<file path="src/rtl/io_window_ctl.sv">
module io_window_ctl #(
  parameter int                 CPU_AW     = 32,
  parameter int                 APER_AW    = 23,
  parameter logic [CPU_AW-1:0]  APER_BASE  = 32'h8000_0000,
  parameter int                 SPARSE_LOW = 5,
  parameter int                 PAGE_LSB   = 12,
  parameter int                 REG_AW     = 16,
  parameter logic [REG_AW-1:0]  RST_PORT   = 16'h0092,
  parameter logic [REG_AW-1:0]  CTRL_BASE  = 16'h0800,
  parameter logic [7:0]         ID_CPUCFG  = 8'hEF,
  parameter logic [7:0]         ID_FEAT    = 8'hAD,
  parameter logic [7:0]         ID_STAT    = 8'hE0,
  parameter logic [7:0]         ID_XFEAT   = 8'h39,
  parameter logic [7:0]         ID_L2      = 8'h03
) (
  input  logic               clk,
  input  logic               rst_n,
  input  logic [REG_AW-1:0]  reg_addr,
  input  logic               reg_we,
  input  logic [7:0]         reg_wdata,
  output logic [7:0]         reg_rdata,
  input  logic [CPU_AW-1:0]  cpu_addr,
  output logic               io_hit,
  output logic [APER_AW-1:0] io_port,
  output logic               rst_req,
  output logic               light
);
  localparam int PAGE_W   = APER_AW - PAGE_LSB;
  localparam int SPARSE_W = PAGE_W + SPARSE_LOW;
  localparam logic [REG_AW-1:0] A_CPUCFG = CTRL_BASE;
  localparam logic [REG_AW-1:0] A_FEAT   = CTRL_BASE + 16'd1;
  localparam logic [REG_AW-1:0] A_STAT   = CTRL_BASE + 16'd2;
  localparam logic [REG_AW-1:0] A_XFEAT  = CTRL_BASE + 16'd3;
  localparam logic [REG_AW-1:0] A_L2     = CTRL_BASE + 16'd4;
  localparam logic [REG_AW-1:0] A_SYSCTL = CTRL_BASE + 16'd8;
  localparam logic [REG_AW-1:0] A_LIGHT  = CTRL_BASE + 16'd9;
  localparam logic [REG_AW-1:0] A_MAP    = CTRL_BASE + 16'd10;

  logic                map_q;
  logic [3:0]          sysctl_q;
  logic [APER_AW-1:0]  offset;
  logic [APER_AW-1:0]  sparse;

  assign offset = cpu_addr[APER_AW-1:0];
  assign io_hit = (cpu_addr[CPU_AW-1:APER_AW] == APER_BASE[CPU_AW-1:APER_AW]);
  assign sparse = {{(APER_AW-SPARSE_W){1'b0}},
                   offset[APER_AW-1:PAGE_LSB], offset[SPARSE_LOW-1:0]};
  assign io_port = !io_hit ? '0 : (map_q ? sparse : offset);

  always_ff @(posedge clk or negedge rst_n) begin
    if (!rst_n) begin
      map_q    <= 1'b0;
      sysctl_q <= 4'h0;
      rst_req  <= 1'b0;
      light    <= 1'b0;
    end else if (reg_we) begin
      case (reg_addr)
        RST_PORT: rst_req  <= reg_wdata[0];
        A_SYSCTL: sysctl_q <= reg_wdata[3:0];
        A_LIGHT:  light    <= reg_wdata[0];
        A_MAP:    map_q    <= reg_wdata[0];
        default:  ;
      endcase
    end
  end

  always_comb begin
    case (reg_addr)
      RST_PORT: reg_rdata = {7'b0, rst_req};
      A_CPUCFG: reg_rdata = ID_CPUCFG;
      A_FEAT:   reg_rdata = ID_FEAT;
      A_STAT:   reg_rdata = ID_STAT;
      A_XFEAT:  reg_rdata = ID_XFEAT;
      A_L2:     reg_rdata = ID_L2;
      A_SYSCTL: reg_rdata = {4'b0, sysctl_q};
      A_LIGHT:  reg_rdata = {7'b0, light};
      A_MAP:    reg_rdata = {7'b0, map_q};
      default:  reg_rdata = 8'hFF;
    endcase
  end
endmodule

</file>
<file path="config.mk">
export PLATFORM = sky130hd
export DESIGN_NAME = io_window_ctl
export DESIGN_NICKNAME = d
export VERILOG_FILES = /design/src/rtl/io_window_ctl.sv
export SDC_FILE = /design/constraint.sdc
export NUM_CORES = 1
export LEC_CHECK = 0
export BUFFER_PORTS_ARGS = -buffer_cell sky130_fd_sc_hd__buf_4
export CAP_MARGIN = 20
export CORE_ASPECT_RATIO = 1.75
export CORE_MARGIN = 3
export CORE_UTILIZATION = 35
export CTS_CLUSTER_SIZE = 10
export DETAILED_ROUTE_END_ITERATION = 8
export PLACE_DENSITY = 0.91
export SYNTH_ARGS = -nofsm -noshare
export SYNTH_HDL_FRONTEND = slang
export SYNTH_SLANG_ARGS = --single-unit
export TNS_END_PERCENT = 100
</file>
<file path="constraint.sdc">
create_clock -name clk -period 1.7 [get_ports clk]
set_input_delay 0.17 -clock clk [delete_from_list [all_inputs] [get_ports clk]]
set_output_delay 0.17 -clock clk [all_outputs]
set_load 0.03 [all_outputs]
</file>
## Word level (Yosys, flattened, before mapping)

Index checks and enable logic that the tools add are counted.

- Equality and inequality tests: 10
- Mux-type cells: 3
- Reductions and logical operators: 4

Operators with widths:

| operator | number |
|---|---|
| equality test 16 x 12 -> 1 bit, second input constant | 8 |
| case mux 8 bit (9 select lines) | 1 |
| two-way mux 23 bit | 2 |
| equality test 16 x 8 -> 1 bit, second input constant | 1 |
| equality test 9 bit, second input constant | 1 |
| AND reduction 2 bit | 4 |

- Register bits: 7
- Input port bits: 59
- Output and inout bits: 34
- Logic and storage cells: 21

## Longest topological paths before layout

Gate-level depths: netlist of the first run.

- Depth after elaboration: 2
- Gate-level depth with buffers: 5
- Gate-level depth less buffers: 4

## Least setup slack after synthesis of the first run

OpenSTA, ideal clock, no wires.

- Kind: input port to output port
- From: input reg_addr[0]
- To: output reg_rdata[0]
- Arrival: 1491 ps
- Required time: 1530 ps
- Path slack: 39 ps
- Cell stages on the path: 5
- Buffers on the path: 1
- Cell sequence: clkbuf_1 -> nor2b_1 -> nand4_2 -> o32a_1 -> a311o_1

- Word-level cells in the longest chain between the ends: 2
- Elaborated cells between the ends (all ways): 10
- Those cells by class: 9 x eq/ne; 1 x mux

Ends and longest elaborated chain:

| item | RTL line | source |
|---|---|---|
| start: declaration | 18 | `input logic [REG_AW-1:0] reg_addr,` |
| equality test 16 x 12 -> 1 bit / equality test 16 x 8 -> 1 bit (equally long branches) | 68 | `case (reg_addr)` |
| case mux 8 bit (9 select lines) (*) | 68 |  |
| end: declaration | 21 | `output logic [7:0] reg_rdata,` |

Every way passes the cells marked *; elsewhere a longest branch is shown, timed or not.

## Worst setup path after layout of the first run

- From: input reg_addr[12]
- To: output reg_rdata[0]

Same word-level chain as after synthesis.

==> results by stage, run 1 <==
Placement:
- The port buffer count is a little under 90.
- The last weighted congestion value of the routability-driven placer is slightly below 0.9.
- After detailed placement, the total cell area comes to between 1500 and 2000 um^2.
- OpenSTA, run right after detailed placement, puts the worst setup slack at -0.1221 ns.
- The placed instance count is between 200 and 250.
- The sum of net half-perimeters after detailed placement is 3182 um.

Final layout:
- Leaving out filler cells and counting taps, the final layout contains between 200 and 300.
- The layout has between 150 and 200 filler cells.
- Cells fill about three quarters of the core in the end.
- The area taken by multi-input logic gates is approximately 700 um^2.
- The area growth from synthesis to final layout is 98.75%.
- The cell area after layout is around 1800 um^2.
- The sequential cells in the finished layout cover a total of 175.2 um^2.
- At the end of the flow, the number of nets in the layout was about 290.
- The antenna cell count is 0.
- The share of cells above drive strength 1 is 52.89%.

Synthesis:
- In the synthesized netlist, mux cells make up about 22% of the area.
- In the synthesized netlist the async set-or-reset flop fraction comes to 100.0%.
- The synthesized netlist devotes about an eighth of its cell area to compound gates.
- The synthesized netlist devotes 0% of its cell area to XOR and XNOR gates.
- Counting instances in the post-synthesis netlist gives the leading cell types as 19 x sky130_fd_sc_hd__nor2_1, 14 x sky130_fd_sc_hd__and2_1, 12 x sky130_fd_sc_hd__mux2i_1, 12 x sky130_fd_sc_hd__nand2_1.
- The predominant post-synthesis flop cell is sky130_fd_sc_hd__dfrtp_1.
- The fraction of the mapped netlist area in simple logic gates is between 40% and 50%.
- By area, the combinational part of the netlist is dominated by simple AND/OR/NAND/NOR gates.
- Counting every net in the synthesized netlist gives about 180.
- The adder-cell share of the synthesized area is 0%.
- The most common cell in the synthesized netlist is sky130_fd_sc_hd__nor2_1.
- Synthesis instantiated 30 different standard cells from the library.
- The number of enable-type register cells in the synthesized netlist is 0.
- The proportion of synthesized chip area in sequential cells is about a fifth.
- Sorting the synthesized cells by area gives the leading types as sky130_fd_sc_hd__dfrtp_1 19%, sky130_fd_sc_hd__mux2i_1 13%, sky130_fd_sc_hd__and2_1 9.7%, sky130_fd_sc_hd__mux2_1 8.7%, sky130_fd_sc_hd__nor2_1 7.9%.
- The area share of the leading cell type in the synthesized netlist is between 10% and 20%.
- The cell count after synthesis is between 100 and 150.
- After synthesis, the mean cell area works out to 7.591 um^2.
- The cell area that synthesis handed to floorplanning was 903.4 um^2.
- The synthesis-stage register bit count is 7.
- The synthesis warning total is 0.
- The synthesized design spends more area on one cell type than any other, namely sky130_fd_sc_hd__dfrtp_1.

Critical path:
- The kind of end point of the critical path is an output port.
- The setup path with the least slack is of type in2out.
- STA classifies the critical path startpoint as an input port.
- The highest cell delay on the worst timing path is 0.35 ns.
- The internal reg-to-reg setup slack is approximately 0.7 ns.
- The maximum fanout along the worst path is 3.
- The worst path buffer plus inverter count is 2.
- Data arrives at the worst endpoint at 1.55 ns.
- Among all stages on the critical path, the largest delay is contributed by sky130_fd_sc_hd__o32a_1.
- The critical path's top delay family is compound AO/OA/AOI/OAI gates.
- Walking the worst path, the cells encountered are buf_4 > nor4_4 > nand2_1 > o32a_1 > a311o_1 > buf_6.
- The required time reported for the critical path endpoint is between 1.5 and 2 ns.
- The number of cell instances on the worst register-to-register path is 2.
- The startpoint of the worst register-to-register path is map_q$_DFFE_PN0P_.
- In this run the critical register-to-register path is captured at map_q$_DFFE_PN0P_.

Run status:
- The checks that failed: setup timing.
- The run finished, with violations left.

Floorplan:
- The floorplan step defined a die boundary enclosing 3251 um^2.
- The core region is 2389 um^2.
- The number of placement rows is 23.
- Measured along the x axis, the die boundary spans between 40 and 50 um.
- The I/O pin total is 93.
- The initial core utilization is ~38%.
- In this run the vertical extent of the chip is 73.21 um.

Power and ir drop:
- The leakage power is 0.9113 nW.
- The worst-case IR drop observed on VDD is roughly 0.00040 V.
- The total design power is between 500 and 600 uW.
- Power spread over the standard cell area amounts to between 300 and 400 nW/um^2.

Clock tree:
- No sink is reached through more buffers than the 2 on the longest clock path.
- Clock latency on the worst-skew pair, taken at its later pin, is between 0.2 and 0.25 ns.
- The tree is rooted in a sky130_fd_sc_hd__clkbuf_8.
- TritonCTS built the clock tree.
- The clock sink count is 7.
- The post-CTS clock slew at the launch and capture registers of the worst setup and hold paths is ~0.04 ns.
- Buffers inserted during clock tree synthesis total 3.
- The number of H-tree levels is 1.

Timing:
- The final worst-path cycle share is 101.4%.
- The transition at the pin with the smallest max-transition slack is between 0.2 and 0.3 ns.
- The setup violation total in the final timing report is 1.
- The number of hold violations in the final report is 0.
- The final period demand of the worst path is 1.723 ns.
- The final max-slew violation count is 0.
- The relative slew slack is 81.45%.
- Between clock sinks in the finished design, the worst skew comes to 0 ns.
- Final hold analysis gives a worst-case slack of ~0.16 ns.
- In the post-route analysis, the smallest setup slack over all paths is -0.02307 ns.
- Setup repair after global routing could not meet its margin everywhere.
- For the final routed database, the setup TNS stands at -0.02307 ns.
- The maximum operating frequency is slightly below 600 MHz.

Global route:
- The wire length of the first global-routing pass is 5934 um.
- met2 is the most crowded layer.
- Global routing finished with a remaining overflow of 0.
- Entering global routing, the biggest net connects 14 pins.
- In the global route stage, met1 resource usage came out at roughly a quarter.
- The via count of the first global-routing pass came to between 1000 and 1500.
- Global routing consumed, on the met3 layer, 6.173% of the routing resources.
- For this run, global-route usage on met2 was measured as a little under half.
- The initial antenna violation count came to 0.
- The global-route usage over all layers is ~25%.

Detailed routing:
- The detailed-route via count is 1274.
- For this run, design rule violations remaining after detail routing come to 0.
- The vias per cell is 5.096.
- The number of nets with antenna violations after detailed routing is 0.
- The violation count after the first detailed-route iteration is 24.
- The final layout contains routed wiring with a total length of 3824 um.
- The average detailed-routed wire length per instance is roughly 15 um.
- The number of search-and-repair iterations in the first detailed-routing pass is 5.

Worst hold path:
- The hold-critical path endpoint is sysctl_q[3]$_DFFE_PN0P_.
- The worst hold path begins at reg_wdata[3].
- The min-delay analysis places its worst path in the category in2reg.
- Counting instances, the worst hold path has a depth of 2.

Job:
- Max-cap violations in this run came to 0.
[cell families after synthesis]
logic type             Yosys count
and+or+nand+nor                 65
muxes                           19
AOI/OAI and AO/OA               17
buffers and inverters           11
DFF                              7
[repair_timing]
item                                    in CTS  in global routing
endpoints found under the hold margin        7                  0
endpoints found under the setup margin       3                 11
cloned                                       0                  0
pin swaps                                    6                  4
resized for setup                            2                  5
setup buffers                                1                  1
hold buffers                                 1                  0
[worst max path at each step]
stage                 startpoint                       to  slack (ns)  cells after the start
finish              reg_addr[12]             reg_rdata[0]       -0.02                      6
global route        reg_addr[12]             reg_rdata[0]       -0.06                      6
CTS                  reg_addr[5]             reg_rdata[0]        0.01                      6
detailed placement  reg_addr[12]  sysctl_q[2]$_DFFE_PN0P_       -0.12                      6
global placement    reg_addr[12]  sysctl_q[1]$_DFFE_PN0P_       -0.06                      6
floorplan            reg_addr[0]             reg_rdata[0]        0.04                      5
[flip-flops by register name, summed over array words and instances (netlist names)]
register,cells
map_q,1
sysctl_q,4
rst_req,1
light,1
[cell type report]
class	instances	area share, %
clock buffer	4	2.509
multi-input combinational	101	39.44
sequential	7	9.756
inverter	6	1.254
tap	25	1.742
timing repair buffer	107	45.30
[placed cells by master, fill, tap and decap left out, drive strengths merged, types with 2 or more instances in the layout]
cell type,instances
nor2,19
mux2i,12
nor4,2
inv,6
mux2,7
clkbuf,4
a21oi,4
buf,106
o21ai,4
dfrtp,7
and2,14
nand4,4
nand2,12
o221ai,2
nor2b,5
nor3,6
[per-layer routing]
| layer | up-vias | routed length [um] |
|---|---|---|
| met2 | 61 | 2325 |
| met5 | - | 0 |
| met3 | 8 | 224 |
| li1 | 630 | - |
| met1 | 575 | 1188 |
| met4 | 0 | 87 |
[report_power, final]
part | internal [mW] | total (mW) | switching, mW
combinational | 0.114 | 0.186 | 0.0723
sequential | 0.168 | 0.168 | 0.0000372
clock | 0.162 | 0.236 | 0.0734
total | 0.444 | 0.589 | 0.146
No activity file was read; power rests on OpenSTA's default activity.
==> run 2, diff against run 1 <==
--- a/config.mk
+++ b/config.mk
@@ -5,14 +5,16 @@
 export SDC_FILE = /design/constraint.sdc
 export NUM_CORES = 1
 export LEC_CHECK = 0
+export ABC_AREA = 1
 export BUFFER_PORTS_ARGS = -buffer_cell sky130_fd_sc_hd__buf_4
 export CAP_MARGIN = 20
 export CORE_ASPECT_RATIO = 1.75
 export CORE_MARGIN = 3
-export CORE_UTILIZATION = 35
+export CORE_UTILIZATION = 36
 export CTS_CLUSTER_SIZE = 10
 export DETAILED_ROUTE_END_ITERATION = 8
 export PLACE_DENSITY = 0.91
+export SETUP_SLACK_MARGIN = 0.3
 export SYNTH_ARGS = -nofsm -noshare
 export SYNTH_HDL_FRONTEND = slang
 export SYNTH_SLANG_ARGS = --single-unit
==> run 2 against run 1 <==
Net effect: the run now fails in global routing; area after synthesis increased by 4.3%; synthesized cell count increased by 50%.
==> results by stage, run 2 <==
Synthesis:
- The adder-cell share of the synthesized area was 0% (unchanged).
- The area share of the leading cell type in the synthesized netlist came to 24.30% (was 19.39%).
- The cell accounting for the most synthesized area is sky130_fd_sc_hd__nand2_1 (was sky130_fd_sc_hd__dfrtp_1).
- The predominant post-synthesis flop cell is sky130_fd_sc_hd__dfrtp_1 (unchanged).
- The async set-reset flop share out of synthesis was 100.0% (unchanged).
- Ranking of synthesized cells by area: sky130_fd_sc_hd__nand2_1 24%, sky130_fd_sc_hd__dfrtp_1 19%, sky130_fd_sc_hd__nor2_1 14%, sky130_fd_sc_hd__inv_1 8.8%, sky130_fd_sc_hd__a21oi_1 8.0% (was sky130_fd_sc_hd__dfrtp_1 19%, sky130_fd_sc_hd__mux2i_1 13%, sky130_fd_sc_hd__and2_1 9.7%, sky130_fd_sc_hd__mux2_1 8.7%, sky130_fd_sc_hd__nor2_1 7.9%).
- The cell count after synthesis is 179 (was 119).
- The fraction of the mapped netlist area in simple logic gates is 56.04% (was 41.27%).
- The cell with the most instances after synthesis was sky130_fd_sc_hd__nand2_1 (was sky130_fd_sc_hd__nor2_1).
- The post-synthesis net count was 238 (was 178).
- The number of enable-type register cells in the synthesized netlist came to 0 (unchanged).
- Leading cell types by count after synthesis: 61 x sky130_fd_sc_hd__nand2_1, 35 x sky130_fd_sc_hd__nor2_1, 22 x sky130_fd_sc_hd__inv_1 (was 19 x sky130_fd_sc_hd__nor2_1, 14 x sky130_fd_sc_hd__and2_1, 12 x sky130_fd_sc_hd__mux2i_1, 12 x sky130_fd_sc_hd__nand2_1).
- The synthesis-stage register bit count is 7 (unchanged).
- The xor and xnor fraction of the mapped netlist area is 0% (unchanged).
- The multiplexer fraction of the synthesized cell area is 0% (was 22.02%).
- The synthesized-area fraction occupied by ao, oa, aoi and oai cells is 12.08% (was 12.60%).
- The synthesis warning total is 0 (unchanged).
- The main combinational cell family by area after synthesis is simple AND/OR/NAND/NOR gates (unchanged).
- The post-synthesis area per instance came to 5.263 um^2 (was 7.591 um^2).
- The cell area after synthesis is 942.2 um^2 (was 903.4 um^2).
- The proportion of synthesized chip area in sequential cells came to 18.59% (was 19.39%).
- The number of library cell types mapped by synthesis is 22 (was 30).

Placement:
- The port buffer count is 88 (unchanged).
- The sum of net half-perimeters after detailed placement is 3003 um (was 3182 um).
- The last weighted congestion value of the routability-driven placer is 0.7957 (was 0.8918).

Floorplan:
- The I/O pin total is 93 (unchanged).
- The vertical extent of the die is 73.68 um (was 73.21 um).
- The initial core utilization is 39.44% (was 37.82%).
- The width of the chip is 44.67 um (was 44.41 um).
- The number of placement rows was 23 (unchanged).

Run status:
- Outcome: stopped before the end (was finished, violations left).
- The tool reported: "[ERROR DPL-0038] Utilization greater than 100%, impossible to legalize".
- The run ended at global routing.

Clock tree:
- The buffer depth of the longest clock path is 2 (unchanged).
- The clock tree root driver cell is sky130_fd_sc_hd__clkbuf_8 (unchanged).
- The clock sink count was 7 (unchanged).
- The number of clock buffers inserted by TritonCTS is 3 (unchanged).
- The number of H-tree levels was 1 (unchanged).

Timing:
- After the last repair the worst path ends at a primary output.
- The last worst endpoint in the global-route repair_timing is io_port[20].

Global route:
- The maximum number of pins on one net before global-route repair is 13.
run 2: cell types whose count changed after synthesis, sizes merged, moves of 4 or more:
cell   previous run  this run
nand3             0        15
and2             14         0
nand2            12        64
nor3              6         1
nor2             19        40
a21oi             4        15
mux2i            12         0
inv               6        24
nand4             4         0
mux2              7         0
nor2b             5         0
run 2: cell families after synthesis:
family                 count (synthesis)
AOI/OAI and AO/OA                     21
DFF                                    7
and+or+nand+nor                      122
buffers and inverters                 29
run 2: timing repair:
item,4_1_cts
hold buffers,1
gates cloned,3
setup buffers,8
hold endpoints to repair,7
pin swaps,9
resized for setup,76
setup endpoints to repair,31
run 2: stage by stage:
stage,setup WS [ns],area [um^2],std cells
floorplan,0.2151,1155,179
global placement,0.09124,1815,289
detailed placement,0.06076,1815,289
CTS,0.2271,2240,305
==> run 3, diff against run 2 <==
--- a/config.mk
+++ b/config.mk
@@ -8,13 +8,10 @@
 export ABC_AREA = 1
 export BUFFER_PORTS_ARGS = -buffer_cell sky130_fd_sc_hd__buf_4
 export CAP_MARGIN = 20
-export CORE_ASPECT_RATIO = 1.75
 export CORE_MARGIN = 3
-export CORE_UTILIZATION = 36
-export CTS_CLUSTER_SIZE = 10
+export CORE_UTILIZATION = 25
 export DETAILED_ROUTE_END_ITERATION = 8
-export PLACE_DENSITY = 0.91
-export SETUP_SLACK_MARGIN = 0.3
+export PLACE_DENSITY_LB_ADDON = 0.15
 export SYNTH_ARGS = -nofsm -noshare
 export SYNTH_HDL_FRONTEND = slang
 export SYNTH_SLANG_ARGS = --single-unit
==> run 3 against run 2 <==
Net effect: the run now ends clean; area after synthesis is the same; synthesized cell count is the same.
==> results by stage, run 3 <==
Floorplan:
- The floorplan step defined a core boundary enclosing 3468 um^2.
- The number of placement rows is 21 (was 23).
- The I/O pin total is 93 (unchanged).
- The area of the die is 4541 um^2.
- The initial core utilization is 27.16% (was 39.44%).
- The vertical extent of the die is 67.39 um (was 73.68 um).
- The width of the chip is 67.39 um (was 44.67 um).

Clock tree:
- The clock tree root driver cell is sky130_fd_sc_hd__clkbuf_8 (unchanged).
- The post-CTS setup buffer count was 0 (was 8).
- The number of H-tree levels came to 1 (unchanged).
- The buffer depth of the longest clock path came to 2 (unchanged).
- TritonCTS built the clock tree.
- At the later pin of the worst-skew pair, clock insertion delay measures about 0.22 ns.
- The number of clock buffers inserted by TritonCTS is 3 (unchanged).
- The post-CTS clock slew at the launch and capture registers of the worst setup and hold paths is 0.04 ns.
- The clock sink count is 7 (unchanged).

Critical path:
- In this design, the largest share of critical-path delay is due to simple AND/OR/NAND/NOR gates.
- In this run the worst setup path begins at reg_addr[11].
- Along the worst path, the maximum fanout reaches 8.
- The largest single stage delay on the critical path is approximately 0.16 ns.
- The number of cell instances on the worst register-to-register path is 3.
- At the worst endpoint, the required time is around 1.5 ns.
- The startpoint type of the worst setup path is an input port.
- The kind of end point of the critical path is an output port.
- The critical path data arrival time is roughly 1.3 ns.
- In this run the critical register-to-register path is launched from map_q$_DFFE_PN0P_.
- The worst register-to-register path ends at map_q$_DFFE_PN0P_.
- The setup path with the least slack is of type in2out.
- The slowest stage of the critical path is the sky130_fd_sc_hd__nor2_2 cell.
- The number of buffers and inverters on the critical path is 4.
- The internal reg-to-reg setup slack is 0.77 ns.
- The signal on the critical path passes through buf_4 > inv_1 > nor2_1 > nand2_1 > nor2_4 > buf_4 > nand2_1 > nand3_1 > nor2_2 > nand2_4 > nand2_1 > buf_4.

Synthesis:
- The cell count after synthesis came to 179 (unchanged).
- Ranking of synthesized cells by area: sky130_fd_sc_hd__nand2_1 24%, sky130_fd_sc_hd__dfrtp_1 19%, sky130_fd_sc_hd__nor2_1 14%, sky130_fd_sc_hd__inv_1 8.8%, sky130_fd_sc_hd__a21oi_1 8.0% (unchanged).
- The xor and xnor fraction of the mapped netlist area was 0% (unchanged).
- The area share of the leading cell type in the synthesized netlist was 24.30% (unchanged).
- The adder-cell share of the synthesized area is 0% (unchanged).
- The synthesis warning total is 0 (unchanged).
- The cell accounting for the most synthesized area is sky130_fd_sc_hd__nand2_1 (unchanged).
- The fraction of the mapped netlist area in simple logic gates is 56.04% (unchanged).
- The cell area after synthesis is 942.2 um^2 (unchanged).
- The number of library cell types mapped by synthesis is 22 (unchanged).
- The post-synthesis area per instance is 5.263 um^2 (unchanged).
- The predominant post-synthesis flop cell is sky130_fd_sc_hd__dfrtp_1 (unchanged).
- The multiplexer fraction of the synthesized cell area was 0% (unchanged).
- The proportion of synthesized chip area in sequential cells is 18.59% (unchanged).
- The synthesized-area fraction occupied by ao, oa, aoi and oai cells is 12.08% (unchanged).
- The number of enable-type register cells in the synthesized netlist is 0 (unchanged).
- The post-synthesis net count is 238 (unchanged).
- The async set-reset flop share out of synthesis is 100.0% (unchanged).
- Leading cell types by count after synthesis: 61 x sky130_fd_sc_hd__nand2_1, 35 x sky130_fd_sc_hd__nor2_1, 22 x sky130_fd_sc_hd__inv_1 (unchanged).
- The main combinational cell family by area after synthesis is simple AND/OR/NAND/NOR gates (unchanged).
- The cell with the most instances after synthesis is sky130_fd_sc_hd__nand2_1 (unchanged).
- The synthesis-stage register bit count was 7 (unchanged).

Power and ir drop:
- The cell-internal power is 424.1 uW.
- In this run the static leakage power is between 0.9 and 1 nW.
- The maximum vdd drop is between 0.0005 and 0.0006 V.
- The total design power is 549.5 uW.
- The share of power burned in the clock network is about 42%.
- Net switching is 22.82% of the power.
- The switching component of the power is ~130 uW.
- Of the total power, registers draw between 30% and 40%.
- The power density over the cells is between 300 and 400 nW/um^2.
- Combinational logic burns a little over a quarter of the power.

Global route:
- The via count of the first global-routing pass was 1206.
- The initial antenna violation count came to 0.
- For this run the aggregate overflow at the end of global routing stands at 0.
- Entering global routing, the biggest net connects 17 pins.
- The first global-routing pass estimated just over 5000 um of wire.
- The global-route usage over all layers is between 10 and 15%.

Timing:
- Setup violations remaining at the end of the flow were counted as 0.
- The least setup slack across all paths after layout is 0.1865 ns.
- Setup repair after global routing left no endpoint under its margin.
- The final max-slew violation count is 0.
- The final period demand of the worst path is about 1.5 ns.
- The number of hold violations in the final report is 0.
- The maximum operating frequency is around 660 MHz.
- The tightest hold margin is ~0.17 ns.
- The final critical path takes up between 80% and 90% of the cycle.
- Measured against its own limit, the worst slew margin works out to a little over 80%.
- For the final database, setup skew stands at 0 ns.
- The transition at the pin with the smallest max-transition slack is 0.2592 ns.

Worst hold path:
- The worst hold path passes through 3 cells.
- The tightest min-delay check is of the in2reg type.
- The worst hold path terminates at sysctl_q[1]$_DFFE_PN0P_.
- The startpoint of the worst hold path is reg_wdata[1].

Detailed routing:
- For this block, wires on met1 add up to roughly 1400 um.
- For this block, the routed nets add up to roughly 3300 um of wire.
- After detailed routing, the average wire length per cell comes to 10.24 um.
- The number of nets with antenna violations after detailed routing is 0.
- The detailed-route via count is 1380.
- Wire segments on met3 add up to around 350 um in the final route.
- The violation count after the first detailed-route iteration is 56.
- In the routed design, unresolved DRC markers number 0.
- After detailed routing, the number of vias per cell comes to ~4.3.
- Routed signal wires occupy layers up through met4.
- The first detailed-routing pass ran for 4 iterations.
- The met2 routed wirelength is around 1500 um.

Placement:
- The sum of net half-perimeters after detailed placement is 2781 um (was 3003 um).
- The last weighted congestion value of the routability-driven placer came to 0.7714 (was 0.7957).
- The placed instance count is 314 (was 289).
- The port buffer count is 88 (unchanged).
- The placement-stage worst setup slack is 0.1219 ns (was 0.06076 ns).

Final layout:
- The library cell used most frequently in the layout, excluding fill and tap cells, is sky130_fd_sc_hd__buf_4.
- In the layout the commonest cells are 93 x sky130_fd_sc_hd__buf_4, 61 x sky130_fd_sc_hd__nand2_1, 33 x sky130_fd_sc_hd__nor2_1.
- The post-route netlist has between 40 and 50% of its cells at a drive strength greater than 1.
- The final layout contains approximately 330 nets.
- The number of antenna diodes in the final layout is 0.
- The register with the most flip-flops in the layout has 4 of them.
- The final core area utilization is between 40% and 50%.
- The area growth from synthesis to final layout is 83.40%.
- Leaving out filler cells and counting taps, the final layout contains 319.
- The register ranked first by flip-flop count is sysctl_q.

Run status:
- Outcome: finished, final reports clean (was stopped before the end).

Job:
- The max-cap violation count is 0.
## run 3: cell counts after synthesis
No cell type changed its count.
## run 3: power groups by stage
stage	combinational, mW	sequential (mW)	clock, mW
finish	0.150	0.168	0.232
global route	0.168	0.167	0.254
CTS	0.150	0.168	0.239
detailed placement	0.148	0.170	0
global placement	0.147	0.170	0
floorplan	0.0361	0.170	0
## run 3: layout make-up
| class | count | area [um^2] |
|---|---|---|
| Timing Repair Buffer | 94 | 708.2 |
| Fill cell | 398 | 1740 |
| Multi-Input combinational cell | 143 | 646.9 |
| Clock buffer | 4 | 45.04 |
| Inverter | 25 | 95.09 |
| Sequential cell | 7 | 175.2 |
| Tap cell | 46 | 57.56 |
## run 3: worst max-delay path by stage
| stage | endpoint | cells after the start |
|---|---|---|
| 3_3_place_gp | reg_rdata[0] | 10 |
| 6_report | reg_rdata[0] | 12 |
| 5_1_grt | reg_rdata[7] | 10 |
| 3_5_place_dp | reg_rdata[0] | 10 |
| 4_1_cts | reg_rdata[0] | 10 |
| 2_1_floorplan | io_port[11] | 6 |
## run 3: timing repair
item / 4_1_cts / 5_1_grt
endpoints found under the hold margin: 7 / 0
endpoints found under the setup margin: 0 / 7
hold buffers: 1 / 0
resized for setup: 0 / 2
## run 3: through the flow
stage / cell area [um^2] / TNS, ns
after detailed placement: 1668 / 0
after floorplan: 942.2 / -0.3344
final: 1728 / 0
after CTS: 1723 / 0
after global routing: 1728 / 0
after global placement: 1668 / 0
## run 3: cell families (layout without fill, tap and decap cells)
kind of cell / count (synthesis) / in the layout
simple gates: 122 / 122
buf+inv: 29 / 123
flops: 7 / 7
compound gates: 21 / 21
## run 3: per-layer routing
| metal | global-route usage [%] | vias up |
|---|---|---|
| li1 | - | 743 |
| met1 | 18.08 | 584 |
| met2 | 24.05 | 49 |
| met3 | 3.161 | 4 |
| met4 | 4.304 | 0 |
| met5 | 0 | - |
## run 3: tightest hold or removal path, delay by kind of cell
| kind | cells | cell delay [ns] |
|---|---|---|
| and+or+nand+nor | 2 | 0.12 |
| buffers and inverters | 1 | 0.07 |
==> run 4, diff against run 3 <==
--- a/config.mk
+++ b/config.mk
@@ -12,6 +12,7 @@
 export CORE_UTILIZATION = 25
 export DETAILED_ROUTE_END_ITERATION = 8
 export PLACE_DENSITY_LB_ADDON = 0.15
+export SKIP_LAST_GASP = 1
 export SYNTH_ARGS = -nofsm -noshare
 export SYNTH_HDL_FRONTEND = slang
 export SYNTH_SLANG_ARGS = --single-unit
==> constraint.sdc (replaced) <==
create_clock -name clk -period 1.7 [get_ports clk]
set_input_delay 0.34 -clock clk [delete_from_list [all_inputs] [get_ports clk]]
set_output_delay 0.34 -clock clk [all_outputs]
set_load 0.03 [all_outputs]
==> run 4 against run 3 <==
Net effect: first-iteration DRC count shrank 45%; the run now ends with setup timing left; largest power group unchanged; register-to-register slack worse by 0.13 ns; clock-buffer cell count unchanged; largest cell class is now multi-input gates.
==> results by stage, run 4 (same netlist as run 3, synthesis figures left out) <==
Detailed routing:
- The violation count after the first detailed-route iteration is 31 (was 56).
- The number of search-and-repair iterations in the first detailed-routing pass is 4 (unchanged).
- The detailed-route via count is 1580 (was 1380).
- The vias per cell was 4.593 (was 4.326).
- The average detailed-routed wire length per instance is 12.61 um (was 10.24 um).
- The remaining design rule violation count is 0 (unchanged).
- The number of nets with antenna violations after detailed routing came to 0 (unchanged).
- The final wirelength is 4338 um (was 3266 um).

Placement:
- The sum of net half-perimeters after detailed placement is 2936 um (was 2781 um).
- The last weighted congestion value of the routability-driven placer is 0.7795 (was 0.7714).
- The placement-stage worst setup slack is -0.2645 ns (was 0.1219 ns).
- The port buffer count is 88 (unchanged).
- The placed instance count is 330 (was 314).

Floorplan:
- The initial core utilization was 27.16% (unchanged).
- The vertical extent of the die is 67.39 um (unchanged).
- The width of the chip is 67.39 um (unchanged).
- The area of the die was 4541 um^2 (unchanged).
- The I/O pin total is 93 (unchanged).
- The number of placement rows is 21 (unchanged).
- The core footprint is 3468 um^2 (unchanged).

Timing:
- The setup violation total in the final timing report was 30 (was 0).
- The transition at the pin with the smallest max-transition slack is 0.3725 ns (was 0.2592 ns).
- The final max-slew violation count is 0 (unchanged).
- The final worst-path cycle share is 108.1% (was 89.03%).
- The maximum operating frequency is 544.2 MHz (was 660.7 MHz).
- The final period demand of the worst path is 1.837 ns (was 1.514 ns).
- The number of hold violations in the final report is 0 (unchanged).
- The largest clock skew in the final design was 0 ns (unchanged).
- The final-layout setup total negative slack is -1.937 ns (was 0 ns).
- The least setup slack across all paths after layout is -0.1374 ns (was 0.1865 ns).
- The relative slew slack was 74.91% (was 82.69%).
- Setup repair after global routing missed its margin: yes (was no).

Clock tree:
- The CTS tree is done (unchanged).
- The clock network latency to the later pin of the worst-skew pair was 0.22 ns (about the same).
- The number of clock buffers inserted by TritonCTS is 3 (unchanged).
- The clock sink count came to 7 (unchanged).
- The post-CTS clock slew at the launch and capture registers of the worst setup and hold paths is 0.04 ns (about the same).
- The buffer depth of the longest clock path is 2 (unchanged).
- The clock tree root driver cell is sky130_fd_sc_hd__clkbuf_8 (unchanged).
- The number of H-tree levels came to 1 (unchanged).

Global route:
- The via count of the first global-routing pass is 1514 (was 1206).
- The wire length of the first global-routing pass is 6706 um (was 5161 um).
- The initial antenna violation count is 0 (unchanged).
- The maximum number of pins on one net before global-route repair came to 14 (was 17).
- The global-route usage over all layers came to 18.74% (was 14.28%).
- The total congestion overflow is 0 (unchanged).

Power and ir drop:
- The power density over the cells is 240.6 nW/um^2 (was 318.0 nW/um^2).
- The leakage power is 1.229 nW (was 0.9623 nW).
- The maximum vdd drop is 0.0004562 V (was 0.0005695 V).
- The total design power is 622.3 uW (was 549.5 uW).

Critical path:
- The cell repeated most along the worst path is sky130_fd_sc_hd__buf_6.
- The startpoint of the worst register-to-register path was map_q$_DFFE_PN0P_ (unchanged).
- The kind of end point of the critical path is an output port (unchanged).
- The cell with the biggest individual delay on the critical path is sky130_fd_sc_hd__nor3_4 (was sky130_fd_sc_hd__nor2_2).
- The critical path launch point is reg_addr[14] (was reg_addr[11]).
- The highest cell delay on the worst timing path is 0.25 ns (was 0.16 ns).
- The type of the setup path with the least slack is in2out (unchanged).
- The required time reported for the critical path endpoint is 1.36 ns (was 1.53 ns).
- The maximum fanout along the worst path came to 7 (was 8).
- The critical path data arrival time was 1.50 ns (was 1.34 ns).
- Cells along the critical path: buf_6 > nor2_4 > nand2_4 > buf_6 > nor3_4 > nor2_4 > nand2_4 > nand2_2 > buf_6 (was buf_4 > inv_1 > nor2_1 > nand2_1 > nor2_4 > buf_4 > nand2_1 > nand3_1 > nor2_2 > nand2_4 > nand2_1 > buf_4).
- The startpoint type of the worst setup path is an input port (unchanged).

Final layout:
- The share of cells above drive strength 1 is 67.11% (was 40.66%).
- The area growth from synthesis to final layout is 174.5% (was 83.40%).
- The final instance count without filler cells is 344 (was 319).
- The register ranked first by flip-flop count is sysctl_q (unchanged).
- Most used cells in the layout excluding fill and tap cells: 72 x sky130_fd_sc_hd__buf_4, 43 x sky130_fd_sc_hd__nand2_1, 39 x sky130_fd_sc_hd__buf_6 (was 93 x sky130_fd_sc_hd__buf_4, 61 x sky130_fd_sc_hd__nand2_1, 33 x sky130_fd_sc_hd__nor2_1).
- The antenna cell count is 0 (unchanged).
- The count of nets after finishing is 358 (was 333).
- The commonest non-fill, non-tap cell in the layout is sky130_fd_sc_hd__buf_4 (unchanged).
- The flip-flop count of the largest register, all copies and words added is 4 (unchanged).

Worst hold path:
- The type of the most critical hold path is in2reg (unchanged).
- The startpoint of the worst hold path was reg_wdata[2] (was reg_wdata[1]).

Run status:
- The checks that failed: setup timing.
- Outcome: finished, violations left (was finished, final reports clean).

Job:
- The max-cap violation count is 0 (unchanged).
==> run 4: cell count changes in the layout (fill, tap and decap cells not counted), sizes merged <==
cell      before  now
buf           93  115
nand2         64   65
nor2          40   41
clkinvlp       0    1
==> run 4: worst paths after layout <==
check / end / slack [ns] / cells past startpoint
setup / recovery: reg_rdata[3] / -0.14 / 9
setup reg to reg: map_q$_DFFE_PN0P_ / 0.64 / 3
max in group asynchronous: sysctl_q[3]$_DFFE_PN0P_ / 1.12 / 2
min in group asynchronous: sysctl_q[0]$_DFFE_PN0P_ / 0.46 / 2
hold / removal: sysctl_q[2]$_DFFE_PN0P_ / 0.36 / 3
hold reg to reg: sysctl_q[1]$_DFFE_PN0P_ / 0.47 / 2
==> run 4: routing by layer <==
layer	up-vias	wire length, um	global-route usage (%)
met1	732	1674	23.78
li1	797	-	-
met3	4	246	2.496
met5	-	0	0
met2	47	2395	33.99
met4	0	21	3.038
==> run 4: area by class of cell <==
class / instances / area, um^2
timing repair buffer: 116 / 1060
inverter: 25 / 117.6
tap: 46 / 57.56
fill: 283 / 882.1
clock buffer: 4 / 45.04
timing repair inverter: 1 / 16.27
multi-input combinational: 145 / 1115
sequential: 7 / 175.2
==> run 4: stage by stage <==
| stage | area [um^2] | hold WS [ns] | util (%) |
|---|---|---|---|
| final | 2586 | 0.3580 | 74.57 |
| after global routing | 2586 | 0.3675 | 74.57 |
| after CTS | 2489 | 0.3530 | 71.75 |
| after detailed placement | 2009 | 0.1570 | 57.94 |
| after global placement | 2009 | 0.1577 | 57.94 |
| after floorplan | 1172 | 0.04441 | - |
==> run 4: worst max-delay path, delay by kind of cell <==
| kind | cells | cell delay, ns |
|---|---|---|
| AND/OR/NAND/NOR | 6 | 0.78 |
| buffers and inverters | 3 | 0.36 |
==> run 4: power breakdown <==
| part | switching (mW) | total (mW) | internal [mW] |
|---|---|---|---|
| Clock | 0.0678 | 0.230 | 0.162 |
| Combinational | 0.103 | 0.225 | 0.122 |
| Sequential | 0.0000588 | 0.168 | 0.168 |
==> run 4: what timing repair did <==
action                     CTS  global route
pin swaps                   18            14
gates cloned                 3             0
resized for setup           92            20
hold buffers                 1             0
hold endpoints to repair     7             0
setup endpoints to repair   31            31
setup buffers                5             2
